File: src/rtl/arx_pkg.sv
package arx_pkg;

    localparam int CHAR_W = 9;

    typedef logic [CHAR_W-1:0] char_t;

    typedef struct packed {
        logic  ferr;
        char_t data;
    } rx_entry_t;

    typedef enum logic [1:0] {
        RX_IDLE,
        RX_START,
        RX_DATA,
        RX_STOP
    } rx_state_e;

endpackage

File: src/rtl/arx_sync.sv
module arx_sync #(
    parameter int   STAGES    = 2,
    parameter logic RESET_VAL = 1'b1
) (
    input  logic clk,
    input  logic rst_n,
    input  logic d_i,
    output logic q_o
);

    logic [STAGES-1:0] pipe_q;

    always_ff @(posedge clk) begin
        if (!rst_n) begin
            pipe_q <= {STAGES{RESET_VAL}};
        end else begin
            pipe_q <= {pipe_q[STAGES-2:0], d_i};
        end
    end

    assign q_o = pipe_q[STAGES-1];

endmodule

File: src/rtl/arx_shifter.sv
module arx_shifter
    import arx_pkg::*;
#(
    parameter int OVS = 16
) (
    input  logic      clk,
    input  logic      rst_n,
    input  logic      enable_i,
    input  logic      tick_i,
    input  logic      line_i,
    input  logic      nine_i,
    input  logic      addr_only_i,
    output logic      push_o,
    output rx_entry_t entry_o
);

    localparam int CW   = $clog2(OVS);
    localparam int HALF = OVS / 2;
    localparam int BW   = $clog2(CHAR_W + 1);

    rx_state_e       state_q, state_d;
    logic [CW-1:0]   cnt_q;
    logic [BW-1:0]   bit_q;
    char_t           shreg_q;
    char_t           data_w;
    logic            half_hit, full_hit, last_bit, keep_w;

    assign half_hit = (cnt_q == CW'(HALF - 1));
    assign full_hit = (cnt_q == CW'(OVS - 1));
    assign last_bit = (bit_q == (nine_i ? BW'(CHAR_W - 1) : BW'(CHAR_W - 2)));

    // next state
    always_comb begin
        state_d = state_q;
        unique case (state_q)
            RX_IDLE:  if (tick_i && !line_i)              state_d = RX_START;
            RX_START: if (tick_i && half_hit)             state_d = line_i ? RX_IDLE : RX_DATA;
            RX_DATA:  if (tick_i && full_hit && last_bit) state_d = RX_STOP;
            RX_STOP:  if (tick_i && full_hit)             state_d = RX_IDLE;
            default:                                      state_d = RX_IDLE;
        endcase
        if (!enable_i) state_d = RX_IDLE;
    end

    // state register
    always_ff @(posedge clk) begin
        if (!rst_n) state_q <= RX_IDLE;
        else        state_q <= state_d;
    end

    // tick counter, bit counter and shift register
    always_ff @(posedge clk) begin
        if (!rst_n) begin
            cnt_q   <= '0;
            bit_q   <= '0;
            shreg_q <= '0;
        end else if (!enable_i) begin
            cnt_q <= '0;
            bit_q <= '0;
        end else begin
            unique case (state_q)
                RX_IDLE: begin
                    cnt_q <= '0;
                    bit_q <= '0;
                end
                RX_START: begin
                    if (tick_i) cnt_q <= half_hit ? '0 : cnt_q + 1'b1;
                end
                RX_DATA: begin
                    if (tick_i) begin
                        if (full_hit) begin
                            cnt_q   <= '0;
                            bit_q   <= bit_q + 1'b1;
                            shreg_q <= {line_i, shreg_q[CHAR_W-1:1]};
                        end else begin
                            cnt_q <= cnt_q + 1'b1;
                        end
                    end
                end
                RX_STOP: begin
                    if (tick_i) cnt_q <= full_hit ? '0 : cnt_q + 1'b1;
                end
                default: cnt_q <= '0;
            endcase
        end
    end

    // outputs
    always_comb begin
        data_w       = nine_i ? shreg_q : {1'b0, shreg_q[CHAR_W-1:1]};
        keep_w       = !(nine_i && addr_only_i && !data_w[CHAR_W-1]);
        push_o       = enable_i && (state_q == RX_STOP) && tick_i && full_hit && keep_w;
        entry_o.data = data_w;
        entry_o.ferr = !line_i;
    end


    // Entering DATA from START requires the mid-bit sample to have been low.
    start_confirm_chk: assert property (@(posedge clk) disable iff (!rst_n)
        (state_q == RX_DATA && $past(state_q) == RX_START) |-> !$past(line_i));

endmodule

File: src/rtl/arx_rxbuf.sv
module arx_rxbuf
    import arx_pkg::*;
#(
    parameter int DEPTH = 2
) (
    input  logic      clk,
    input  logic      rst_n,
    input  logic      enable_i,
    input  logic      push_i,
    input  rx_entry_t entry_i,
    input  logic      pop_i,
    output rx_entry_t head_o,
    output logic      nonempty_o,
    output logic      ovr_o
);

    localparam int PW   = (DEPTH > 1) ? $clog2(DEPTH) : 1;
    localparam int CNTW = $clog2(DEPTH + 1);

    rx_entry_t       mem_q [DEPTH];
    logic [PW-1:0]   wr_q, rd_q;
    logic [CNTW-1:0] count_q;
    logic            ovr_q;
    logic            pop, full_eff, store, overflow;

    function automatic logic [PW-1:0] ptr_next(input logic [PW-1:0] p);
        return (p == PW'(DEPTH - 1)) ? '0 : p + 1'b1;
    endfunction

    assign pop      = pop_i && (count_q != '0);
    assign full_eff = (count_q == CNTW'(DEPTH)) && !pop;
    assign store    = push_i && !ovr_q && !full_eff;
    assign overflow = push_i && !ovr_q && full_eff;

    always_ff @(posedge clk) begin
        if (!rst_n || !enable_i) begin
            wr_q    <= '0;
            rd_q    <= '0;
            count_q <= '0;
            ovr_q   <= 1'b0;
        end else begin
            if (store) wr_q <= ptr_next(wr_q);
            if (pop)   rd_q <= ptr_next(rd_q);
            count_q <= count_q + CNTW'(store) - CNTW'(pop);
            if (overflow) ovr_q <= 1'b1;
        end
    end

    always_ff @(posedge clk) begin
        for (int i = 0; i < DEPTH; i++) begin
            if (store && wr_q == PW'(i)) mem_q[i] <= entry_i;
        end
    end

    assign nonempty_o = (count_q != '0);
    assign head_o     = nonempty_o ? mem_q[rd_q] : '0;
    assign ovr_o      = ovr_q;


    ovr_sticky_chk: assert property (@(posedge clk) disable iff (!rst_n)
        (ovr_q && enable_i) |=> ovr_q);


    ovr_lock_chk: assert property (@(posedge clk) disable iff (!rst_n)
        ovr_q |=> (count_q <= $past(count_q)));


    disable_clear_chk: assert property (@(posedge clk) disable iff (!rst_n)
        !enable_i |=> (count_q == '0 && !ovr_q));


    pop_order_chk: assert property (@(posedge clk) disable iff (!rst_n)
        (enable_i && pop_i && count_q != '0 && !push_i) |=> (count_q == $past(count_q) - CNTW'(1)));

endmodule

File: src/rtl/arx_receiver.sv
module arx_receiver
    import arx_pkg::*;
#(
    parameter int OVS         = 16,
    parameter int SYNC_STAGES = 2,
    parameter int DEPTH       = 2
) (
    input  logic              clk,
    input  logic              rst_n,
    input  logic              rx_line,
    input  logic              os_tick,
    input  logic              nine_bit_en,
    input  logic              addr_only_en,
    input  logic              rx_enable,
    input  logic              rd_strobe,
    output logic [CHAR_W-1:0] rd_data,
    output logic              rd_ferr,
    output logic              rx_irq,
    output logic              ovr_err
);

    logic      line_s;
    logic      sh_push;
    rx_entry_t sh_entry;
    rx_entry_t head;

    arx_sync #(
        .STAGES   (SYNC_STAGES),
        .RESET_VAL(1'b1)
    ) sync_i (
        .clk  (clk),
        .rst_n(rst_n),
        .d_i  (rx_line),
        .q_o  (line_s)
    );

    arx_shifter #(
        .OVS(OVS)
    ) shifter_i (
        .clk        (clk),
        .rst_n      (rst_n),
        .enable_i   (rx_enable),
        .tick_i     (os_tick),
        .line_i     (line_s),
        .nine_i     (nine_bit_en),
        .addr_only_i(addr_only_en),
        .push_o     (sh_push),
        .entry_o    (sh_entry)
    );

    arx_rxbuf #(
        .DEPTH(DEPTH)
    ) buf_i (
        .clk       (clk),
        .rst_n     (rst_n),
        .enable_i  (rx_enable),
        .push_i    (sh_push),
        .entry_i   (sh_entry),
        .pop_i     (rd_strobe),
        .head_o    (head),
        .nonempty_o(rx_irq),
        .ovr_o     (ovr_err)
    );

    assign rd_data = head.data;
    assign rd_ferr = head.ferr;


    addr_filter_chk: assert property (@(posedge clk) disable iff (!rst_n)
        (sh_push && nine_bit_en && addr_only_en) |-> sh_entry.data[CHAR_W-1]);

endmodule

File: config.mk
export PLATFORM = sky130hd
export DESIGN_NAME = arx_receiver
export DESIGN_NICKNAME = d
export VERILOG_FILES = /design/src/rtl/arx_pkg.sv /design/src/rtl/arx_sync.sv /design/src/rtl/arx_shifter.sv /design/src/rtl/arx_rxbuf.sv /design/src/rtl/arx_receiver.sv
export SDC_FILE = /design/constraint.sdc
export NUM_CORES = 1
export LEC_CHECK = 0
export BUFFER_PORTS_ARGS = -buffer_cell sky130_fd_sc_hd__clkbuf_2
export CELL_PAD_IN_SITES_DETAIL_PLACEMENT = 1
export CELL_PAD_IN_SITES_GLOBAL_PLACEMENT = 2
export CORE_UTILIZATION = 40
export CTS_CLUSTER_DIAMETER = 80
export DETAILED_ROUTE_END_ITERATION = 8
export HOLD_SLACK_MARGIN = 0.05
export PLACE_DENSITY = 0.89
export SLEW_MARGIN = 20
export SYNTH_ARGS = -nofsm -noshare
export SYNTH_HDL_FRONTEND = slang
export SYNTH_SLANG_ARGS = --single-unit
File: constraint.sdc
create_clock -name clk -period 4.9 [get_ports clk]
set_input_delay 0.245 -clock clk [delete_from_list [all_inputs] [get_ports clk]]
set_output_delay 0.245 -clock clk [all_outputs]
set_load 0.02 [all_outputs]
==> flow_metrics.env <==
export IMPL_critPathMaxFanout=13
export IMPL_achievable_frequency_ghz=0.3788
export IMPL_cts_tree="built"
export IMPL_placement_cell_area_um2=2248
export IMPL_gr_usage_all_layers_pct=15.82
export IMPL_via_count=1462
export IMPL_cts_root_buf="sky130_fd_sc_hd__clkbuf_8"
export IMPL_ys_async_sr_fraction_pct=0
export IMPL_worst_hold_path_num_cells=2
export IMPL_timing_critical_path_arrival_ns=2.59
export IMPL_worstSkewPairLatency_ns=0.30
export IMPL_timing_final_setup_violations=0
export IMPL_post_route_min_period_ns=2.640
export IMPL_net_switching_power_w=0.0001414
export IMPL_netlist_instances=205
export IMPL_worst_setup_hold_path_clk_slew_ns=0.09
export IMPL_floorplan_core_area_um2=5107
export IMPL_top_area_cell_type_share_of_the_netlist_area_pct=28.42
export IMPL_remaining_drc_errors=0
export IMPL_pwr_share_comb_pct=2.2
export IMPL_regToRegEndpoint="buf_i.mem_q[1][3]"
export IMPL_m1WireLength_um=1857
export IMPL_holdBufCountCts=0
export IMPL_seq_area_frac_synth_pct=54.00
export IMPL_met3_length_um=149
export IMPL_worst_pin_slew_ns=0.8660
export IMPL_status="finished clean"
export IMPL_cts_sinks=47
export IMPL_yosys_cell_count_top_type="sky130_fd_sc_hd__dfxtp_1"
export IMPL_final_hold_violation_count=0
export IMPL_area_growth_pct=11.01
export IMPL_maxCapViolCount=0
export IMPL_synth_top_cells_by_count="27 x sky130_fd_sc_hd__dfxtp_1, 23 x sky130_fd_sc_hd__nor2_1, 20 x sky130_fd_sc_hd__edfxtp_1"
export IMPL_start_kind="flip-flop"
export IMPL_synth_area_leaders="sky130_fd_sc_hd__edfxtp_1 28%, sky130_fd_sc_hd__dfxtp_1 26%, sky130_fd_sc_hd__mux2i_1 5.2%"
export IMPL_die_w_um=74.69
export IMPL_synthFlopType="sky130_fd_sc_hd__dfxtp_1"
export IMPL_ir_worst_vdd_mv=0.1016
export IMPL_fin_area_um2=2346
export IMPL_power_density_nw_per_um2=277.6
export IMPL_ys_ff_latch=47
export IMPL_routed_wl_met2_um=1994
export IMPL_timing_rr_start="shifter_i.cnt_q[0]"
export IMPL_pin_count=20
export IMPL_hold_path_class="in2reg"
export IMPL_yosysWarnings=0
export IMPL_syn_nets=217
export IMPL_via_count_of_the_first_global_routing_pass=1350
export IMPL_rr_worst_depth=5
export IMPL_gr_total_overflow=0
export IMPL_antenna_violations_before_repair=0
export IMPL_firstDrtPassIters=4
export IMPL_netlist_cell_type_count=40
export IMPL_antenna_diode_count=0
export IMPL_timing_clock_skew_ns=0.004930
export IMPL_cts_buffer_count=5
export IMPL_layout_drive_gt1_share_pct=18.26
export IMPL_average_detailed_routed_wire_length_per_instance_um=14.08
export IMPL_synth_top_cell_by_area="sky130_fd_sc_hd__edfxtp_1"
export IMPL_mappedNetlistArea_um2=2113
export IMPL_r2r_setup_slack_ns=2.26
export IMPL_timing_hold_worst_endpoint="sync_i.pipe_q[0]"
export IMPL_whs_ns=0.1225
export IMPL_finalCritPeriodShare_pct=53.88
export IMPL_hold_start="rx_line"
export IMPL_dp_final_hpwl_um=2915
export IMPL_cp_data_required_time_ns=4.85
export IMPL_antenna_left=0
export IMPL_tns_ns=0
export IMPL_totalWireLength_um=4070
export IMPL_max_clock_path_buffers=2
export IMPL_fp_row_count=26
export IMPL_highest_layer="met4"
export IMPL_htreeDepth=2
export IMPL_postLayoutSetupSlackWorst_ns=2.260
export IMPL_initial_utilization_pct=41.38
export IMPL_slew_limit_headroom_pct=41.95
export IMPL_num_nets_final=230
export IMPL_power_internal_w=0.0005098
export IMPL_rsz0062_at_grt="false"
export IMPL_power_frac_seq_pct=62.4
export IMPL_switching_share_pct=21.72
export IMPL_die_area_um2=5578
export IMPL_post_cts_setup_buffers=0
export IMPL_viasPerCell=5.059
export IMPL_critPathCaptureType="flip-flop"
export IMPL_drt_iter0_markers=67
export IMPL_synth_enable_flop_cells=20
export IMPL_worst_setup_path_type="reg2reg"
export IMPL_first_pass_grt_wire_length_um=6486
export IMPL_gp_congestion=0.7159
export IMPL_placement_io_buffers=19
export IMPL_synth_area_per_cell_um2=10.31
export IMPL_share_clk_of_total_power_pct=35.4
export IMPL_floorplan_die_height_um=74.69
export IMPL_cellLeakagePower_nw=0.8190
export IMPL_grt_max_degree=26
export IMPL_dpl_worst_slack_ns=1.988
export IMPL_finalMaxSlewViolations=0
export IMPL_post_cts_resized=0
[metrics by stage]
step	total power (W)	utilization [%]	instances
floorplan	0.0004254	-	205
global placement	0.0004296	44.02	281
detailed placement	0.0004299	44.02	281
CTS	0.0006628	45.76	289
global route	0.0006775	45.93	289
finish	0.0006512	45.93	289
[sequential cells by signal, summed over array words and instances (netlist names), named ones only]
name,cells
buf_i.count_q,2
buf_i.mem_q,20
buf_i.ovr_o,1
buf_i.rd_q,1
buf_i.wr_q,1
shifter_i.bit_q,4
shifter_i.cnt_q,4
shifter_i.shreg_q,9
shifter_i.state_q,1
sync_i.pipe_q,2
[cell families (layout without fill, tap and decap cells)]
kind of cell,Yosys count,count (layout),share of synthesized area [%]
mux,19,19,9.473
xor+xnor,7,7,2.901
flops,47,47,54.00
buf+inv,19,33,3.611
compound gates,29,29,8.111
fa+ha+maj,4,4,2.368
simple gates,80,80,19.54
[critical path, stage by stage (launching register included)]
cell	delay, ns
sky130_fd_sc_hd__dfxtp_1	0.38
sky130_fd_sc_hd__ha_1	0.24
sky130_fd_sc_hd__nand4_2	0.32
sky130_fd_sc_hd__or4b_4	0.68
sky130_fd_sc_hd__nor3_2	0.22
sky130_fd_sc_hd__and2_1	0.45
[worst max-delay path by stage]
stage	start	cells past startpoint	end
floorplan	shifter_i.cnt_q[0]	4	buf_i.mem_q[0][0]
global placement	shifter_i.cnt_q[0]	4	buf_i.mem_q[0][0]
detailed placement	shifter_i.cnt_q[0]	4	buf_i.mem_q[0][0]
CTS	shifter_i.cnt_q[0]	4	buf_i.mem_q[0][4]
global route	shifter_i.cnt_q[0]	5	buf_i.mem_q[1][0]
finish	shifter_i.cnt_q[0]	5	buf_i.mem_q[1][3]
[metal layers]
| metal | up-vias | global-route usage [%] |
|---|---|---|
| met5 | - | 0 |
| met4 | 0 | 6.289 |
| met3 | 6 | 4.284 |
| met2 | 24 | 26.53 |
| met1 | 679 | 19.39 |
| li1 | 753 | - |
[cell usage in the layout, fill, tap and decap left out, drive strengths merged, types with 4 or more instances in the layout]
| cell | count |
|---|---|
| nand4 | 4 |
| nand3 | 13 |
| edfxtp | 20 |
| mux2 | 8 |
| clkbuf | 24 |
| o21ai | 14 |
| nand2 | 16 |
| nor2 | 23 |
| ha | 4 |
| a21oi | 4 |
| mux2i | 11 |
| dfxtp | 27 |
| nor3 | 6 |
| xnor2 | 4 |
| inv | 6 |
[power by group through the flow]
| stage | logic, W | clock network, W | registers, W |
|---|---|---|---|
| 2_1_floorplan | 0.0000107 | 0 | 0.000415 |
| 3_3_place_gp | 0.0000144 | 0 | 0.000415 |
| 3_5_place_dp | 0.0000147 | 0 | 0.000415 |
| 4_1_cts | 0.0000147 | 0.000242 | 0.000406 |
| 5_1_grt | 0.0000164 | 0.000255 | 0.000406 |
| 6_report | 0.0000146 | 0.000231 | 0.000406 |
[layout make-up]
class	count	area, um2
fillers	596	2761
flip-flops and latches	47	1141
multi-input cells	139	910.9
repair buffers	19	95.09
well taps	70	87.58
clock buffers	5	68.82
inverters	6	22.52
clock inverters	3	20.02
Power figures use the tool's default switching activity.
